### config.mk
export PLATFORM = sky130hd
export DESIGN_NAME = vcode_i2c_slave
export DESIGN_NICKNAME = d
export VERILOG_FILES = /design/src/rtl/vcode_i2c_slave.sv
export SDC_FILE = /design/constraint.sdc
export NUM_CORES = 1
export LEC_CHECK = 0
export BUFFER_PORTS_ARGS = -buffer_cell sky130_fd_sc_hd__buf_2
export CORE_ASPECT_RATIO = 0.7
export CORE_MARGIN = 1.5
export CORE_UTILIZATION = 40
export DETAILED_ROUTE_END_ITERATION = 7
export PLACE_DENSITY_LB_ADDON = 0.25
export RECOVER_POWER = 50
export SLEW_MARGIN = 10
export SYNTH_ARGS = -nofsm -noshare
export SYNTH_HDL_FRONTEND = slang
export SYNTH_SLANG_ARGS = --single-unit
### constraint.sdc
create_clock -name clk -period 2.3 [get_ports clk]
set_input_delay 0.115 -clock clk [delete_from_list [all_inputs] [get_ports clk]]
set_output_delay 0.115 -clock clk [all_outputs]
set_load 0.01 [all_outputs]
### src/rtl/vcode_i2c_slave.sv
module vcode_i2c_slave #(
  parameter logic [6:0] DEV_ADDR = 7'h14,
  parameter int CODE_W = 5,
  parameter int CODE_MAX = 28,
  parameter int CODE_DEF = 24,
  parameter int SYNC_N = 2
) (
  input  logic              clk,
  input  logic              rst_n,
  input  logic              scl_i,
  input  logic              sda_i,
  input  logic              disable_i,
  output logic              sda_pull_o,
  output logic [CODE_W-1:0] code_o
);

  localparam int BYTE_W = 8;
  localparam int CNT_W = $clog2(BYTE_W + 1);
  localparam logic [CNT_W-1:0] FULL = CNT_W'(BYTE_W);
  localparam logic [CODE_W-1:0] TOP = CODE_W'(CODE_MAX);
  localparam logic [CODE_W-1:0] DEF = CODE_W'(CODE_DEF);
  localparam logic [BYTE_W-1:0] WR_ADDR = {DEV_ADDR, 1'b0};

  typedef enum logic [2:0] {S_IDLE, S_ADDR, S_AACK, S_DATA, S_DACK, S_SKIP} state_t;

  logic [SYNC_N:0] scl_p, sda_p;
  logic scl_s, scl_q, sda_s, sda_q;
  logic start_det, stop_det, scl_rise, scl_fall;
  state_t state;
  logic [CNT_W-1:0] cnt;
  logic [BYTE_W-1:0] sh;
  logic [CODE_W-1:0] clamped;

  always_ff @(posedge clk or negedge rst_n) begin
    if (!rst_n) begin
      scl_p <= '1;
      sda_p <= '1;
    end else begin
      scl_p <= {scl_p[SYNC_N-1:0], scl_i};
      sda_p <= {sda_p[SYNC_N-1:0], sda_i};
    end
  end

  assign scl_s = scl_p[SYNC_N-1];
  assign scl_q = scl_p[SYNC_N];
  assign sda_s = sda_p[SYNC_N-1];
  assign sda_q = sda_p[SYNC_N];

  assign start_det = scl_s && scl_q && sda_q && !sda_s;
  assign stop_det  = scl_s && scl_q && !sda_q && sda_s;
  assign scl_rise  = scl_s && !scl_q;
  assign scl_fall  = !scl_s && scl_q;

  assign clamped = (sh[CODE_W-1:0] > TOP) ? TOP : sh[CODE_W-1:0];

  always_ff @(posedge clk or negedge rst_n) begin
    if (!rst_n) begin
      state      <= S_IDLE;
      cnt        <= '0;
      sh         <= '0;
      sda_pull_o <= 1'b0;
      code_o     <= DEF;
    end else if (disable_i) begin
      state      <= S_IDLE;
      cnt        <= '0;
      sda_pull_o <= 1'b0;
      code_o     <= DEF;
    end else if (stop_det) begin
      state      <= S_IDLE;
      sda_pull_o <= 1'b0;
    end else if (start_det) begin
      state      <= S_ADDR;
      cnt        <= '0;
      sda_pull_o <= 1'b0;
    end else begin
      case (state)
        S_ADDR, S_DATA: begin
          if (scl_rise && cnt != FULL) begin
            sh  <= {sh[BYTE_W-2:0], sda_s};
            cnt <= cnt + 1'b1;
          end else if (scl_fall && cnt == FULL) begin
            if (state == S_DATA) begin
              state      <= S_DACK;
              sda_pull_o <= 1'b1;
            end else if (sh == WR_ADDR) begin
              state      <= S_AACK;
              sda_pull_o <= 1'b1;
            end else begin
              state <= S_SKIP;
            end
          end
        end
        S_AACK: begin
          if (scl_fall) begin
            sda_pull_o <= 1'b0;
            cnt        <= '0;
            state      <= S_DATA;
          end
        end
        S_DACK: begin
          if (scl_fall) begin
            sda_pull_o <= 1'b0;
            code_o     <= clamped;
            state      <= S_SKIP;
          end
        end
        default: ;
      endcase
    end
  end

endmodule

Word-level counts from Yosys, hierarchy flattened. Index checks and enable logic that the tools add are counted.

Register bits after elaboration: 27. Bits of input ports: 5. Output and inout port bits: 6. Logic and storage cells: 85.

Add/sub/neg operators: 1. Order comparisons: 1. Eq/ne operators: 17. Mux-type cells: 31. Bitwise logic cells: 3. Reduce and logical (&&, ||, !) cells: 25.

Operators with widths (count): $mux W5 (6); $mux W3 (9); $mux W4 (5); $ne A5 B5 Y1 const B (4); $reduce_and A5 Y1 (3); $ne A4 B4 Y1 const B (3); $logic_and A1 B1 Y1 (9); $pmux W3 S3 (1); $eq A8 B6 Y1 const B (1); $mux W1 (8); $pmux W4 S2 (1); $reduce_and A4 Y1 (2); $eq A3 B2 Y1 const B (2); $ne A6 B6 Y1 const B (1); $reduce_bool A6 Y1 (1); $gt A5 B5 Y1 const B (1); $ne A5 B1 Y1 const B (1); $reduce_bool A5 Y1 (1); $add A4 B1 Y4 const B (1); $eq A4 B4 Y1 const B (1); $logic_not A1 Y1 (4); $ne A2 B2 Y1 const B (2); $reduce_bool A2 Y1 (2); $reduce_bool A4 Y1 (1); 5 further kinds (8).

Longest topological paths before layout.
Word-level depth: 9. Gate-level depth with buffers: 6. Mapped depth without buffers: 6.

Worst setup path after synthesis. No wires, ideal clock.

Path kind: reg-to-reg. Start point: register cnt[0]. End point: register sh[2]. Setup time: 0.125 ns. Arrival: 1.601 ns. Required time: 2.175 ns. Setup slack: 0.574 ns. Stages on the path, launching flop included: 7. Buffers on the path: 1. Period minus slack after synthesis: 1.726 ns. Path through: dfrtp_1 > inv_1 > ha_1 > and3b_4 > nor4b_4 > buf_6 > mux2_4.

Cells in the longest elaborated chain, start to end: 3.

RTL lines: start, declared (line 30) `logic [CNT_W-1:0] cnt;`; start signal, assigned (line 80) `cnt <= cnt + 1'b1;`; $ne A4 B4 Y1 (line 78) `if (scl_rise && cnt != FULL) begin`; $logic_and A1 B1 Y1 (line 78); $reduce_and A5 Y1 (no line); end signal, assigned (line 79) `sh <= {sh[BYTE_W-2:0], sda_s};`; end, declared (line 31) `logic [BYTE_W-1:0] sh;`.

Every way passes these cells. A chain may end at the register's enable or synchronous reset.

Worst setup path in the final report.
Start point: register cnt[0]. End point: register sh[0].

The elaborated chain is that of the path after synthesis.

==> results.md <==
* Power Dens Cells at 691 nW/um^2
* Worst Reg-to-Reg Cells at 6
* Register area share after synthesis at 53.5%
* Chip Height at 50.4 um
* Tcrit/Tclk final at 78.8%
* # resized after CTS at 0
* Worst-path cell chain: inv_1 -> ha_1 -> and3b_4 -> nor4b_4 -> buf_4 -> mux2_2
* Maxcap violations at 0
* Status: finished, final reports clean
* P&R area growth vs syn at 12.3%
* Max_slew headroom at 5.38%
* Critical R2R Launch: cnt[0]
* Initial drt markers at 52
* Worst Slack Setup Final at 0.488 ns
* Top Ports at 11
* Hold WC Path Type: input port to flop
* Worst Setup Start Kind: flop
* Worst slew pin tran at 1.42 ns
* Final setup fails at 0
* Arrival @ worst endpoint at 1.97 ns
* Clock transition at path regs at 0.09 ns
* Vias at 832
* Flop and latch count out of synthesis at 27
* Hold Crit Start: disable_i
* Initial Utilization at 43.8%
* Core area at 2920 sq um
* Ys Warns at 0
* Crit path time final at 1.81 ns
* CTS H-Tree Depth at 1
* Final Power at 994 uW
* Endpoint class of the critical path: flop
* Critical Path RT at 2.45 ns
* R2r endpoint: sh[0]
* Clock root cell: clkbuf_8
* Fin cells at 155
* Drt first pass iters at 4
* Syn_area_per_cell at 12.3 sq um
* Hold Path Sink: code_o[0]
* CP Max Fanout at 13
* DRT antenna net count at 0
* GRT overflow at 0
* Dpl cells at 148
* First-pass GRT wire length at 3.97 mm
* Async S/R FF share, synth at 100%
* Gr usage total at 14.4%
* Sink Count at 27
* HPWL after DPL at 1.71 mm
* Crit-path slowest cell: dfrtp_1
* IR drop worst, VDD at 0.000438 V
* Number of buffers created by CTS at 3
* Die width at 70.6 um
* Post-Synthesis Cells at 104
* Synth cell types at 40
* # port buffers at 10
* Syn_nets at 111
* Fill count at 261
* Sum Neg Setup Slack at 0 ns
* Critical path type: flop to flop
* Crit path from: cnt[0]
* Setup WS pre-CTS at 0.501 ns
* Clock latency on the worst-skew pair at 0.26 ns
* Hold Vio Cnt, Final at 0
* Share of cells above drive strength 1 at 28.6%
* Core Util, Final at 49.2%
* R2r setup slk at 0.49 ns
* DRC at 0
* WL final at 2.32 mm
* Final Max Slew Viols at 0
* Post-CTS setup repair buffer count at 0
* ANT cells at 0
* Fmax at 0.552 GHz
* Wire per inst at 15.0 um
* Final nets at 127
* Longest Clk Path Bufs at 2
* Via/cell ratio at 5.37
* RSZ-0062 raised after global routing: no
* Core Rows at 16
* EDFF count, synth at 0
* Synth Flop Type: dfrtp_1
* Final Wtd Congestion at 0.863
* Clk_skew at 0.00290 ns
* Number of global-route vias before repair at 803
* Die footprint at 3560 sq um
* Antenna violations before repair at 0
* Crit-path max cell delay at 0.40 ns
* CTS tree: done
* Largest net degree at the start of global routing at 28
* Post-Syn Area at 1280 sq um
* Hold depth at 2
* Total leakage power at 0.633 nW
## metrics by stage
step	hold WS, ns	cell area (sq um)
floorplan	-0.181	1280
global placement	0.146	1360
detailed placement	0.154	1360
CTS	0.159	1440
global route	0.175	1440
finish	0.160	1440
## power breakdown
part | total (mW) | switching (mW) | internal [mW]
combinational | 0.142 | 0.0574 | 0.0847
sequential | 0.592 | 0.0638 | 0.529
clock | 0.259 | 0.138 | 0.121
total | 0.994 | 0.259 | 0.734
## cells by family (layout without fill, tap and decap cells)
family / after synthesis / count (layout) / synth area share [%]
AO/OA/AOI/OAI: 19 / 19 / 11.8
XOR/XNOR: 3 / 3 / 2.05
adder cells (fa/ha/maj): 2 / 2 / 1.95
buffers and inverters: 11 / 26 / 3.91
flip-flops: 27 / 27 / 53.5
multiplexers: 12 / 12 / 12.0
AND/OR/NAND/NOR: 30 / 30 / 14.7
## final cells by class
type                            instances  area, sq um  share of cell area (%)
Inverter                                8         30.0                    2.09
Clock inverter                          1         5.00                   0.348
Clock buffer                            3         41.3                    2.87
Tap cell                               36         45.0                    3.13
Timing Repair Buffer                   14         86.3                    6.00
Multi-Input combinational cell         66          546                    37.9
Sequential cell                        27          686                    47.7
## worst max path at each step
stage	end	slack [ns]	cells past startpoint
after CTS	sh[0]	0.48	6
after detailed placement	sh[0]	0.50	6
after global placement	sh[0]	0.54	6
after global routing	code_o[2]	0.40	2
final	sh[0]	0.49	6
after floorplan	sh[2]	0.57	6
## cell usage in the layout (no fill, tap or decap), types with 3 or more instances in the layout
| master | count |
|---|---|
| dfstp_2 | 6 |
| clkbuf_8 | 3 |
| mux2_4 | 6 |
| nor2_1 | 8 |
| a21oi_1 | 3 |
| buf_2 | 9 |
| mux2i_1 | 3 |
| dlygate4sd3_1 | 3 |
| xnor2_1 | 3 |
| nand2_1 | 3 |
| nand3_1 | 3 |
| dfrtp_1 | 19 |
| inv_1 | 8 |
| mux2_2 | 3 |
## critical path, delay by kind of cell (launching register included)
kind / cells / cell delay (ns)
fa+ha+maj: 1 / 0.19
buf+inv: 2 / 0.32
flops: 1 / 0.40
mux: 1 / 0.35
simple gates: 2 / 0.44
## flip-flops by register name (all words and copies together) (netlist names)
| register | count |
|---|---|
| state | 3 |
| sda_pull_o | 1 |
| code_o | 5 |
| cnt | 4 |
| sh | 8 |
| sda_p | 3 |
| scl_p | 3 |
## synthesized netlist by cell type, drive strengths merged (2+ instances only)
cell type | instances | share of area, %
a211o | 2 | 1.4
a211oi | 2 | 1.6
a21oi | 3 | 1.2
a22o | 2 | 1.4
and2 | 2 | 0.98
and2b | 2 | 1.2
and3b | 2 | 1.8
clkbuf | 2 | 0.68
dfrtp | 19 | 37
dfstp | 8 | 16
ha | 2 | 2.0
inv | 8 | 2.3
mux2 | 9 | 9.7
mux2i | 3 | 2.3
nand2 | 3 | 0.88
nand2b | 2 | 0.98
nand3 | 3 | 1.2
nand4 | 2 | 0.98
nor2 | 8 | 2.3
nor4b | 2 | 2.5
o31ai | 2 | 1.2
xnor2 | 3 | 2.1
## per-layer routing
layer	vias up	GRT usage, %	part of all wire (%)
li1	401	-	-
met1	414	21.2	53
met2	13	22.0	43
met3	4	4.22	3.0
met4	0	0.943	0.60
met5	-	0	0
## timing repair
item / CTS / global route
setup endpoints to repair: 0 / 0
hold buffers: 3 / 0
endpoints found under the hold margin: 21 / 0
Power figures use the tool's default switching activity.
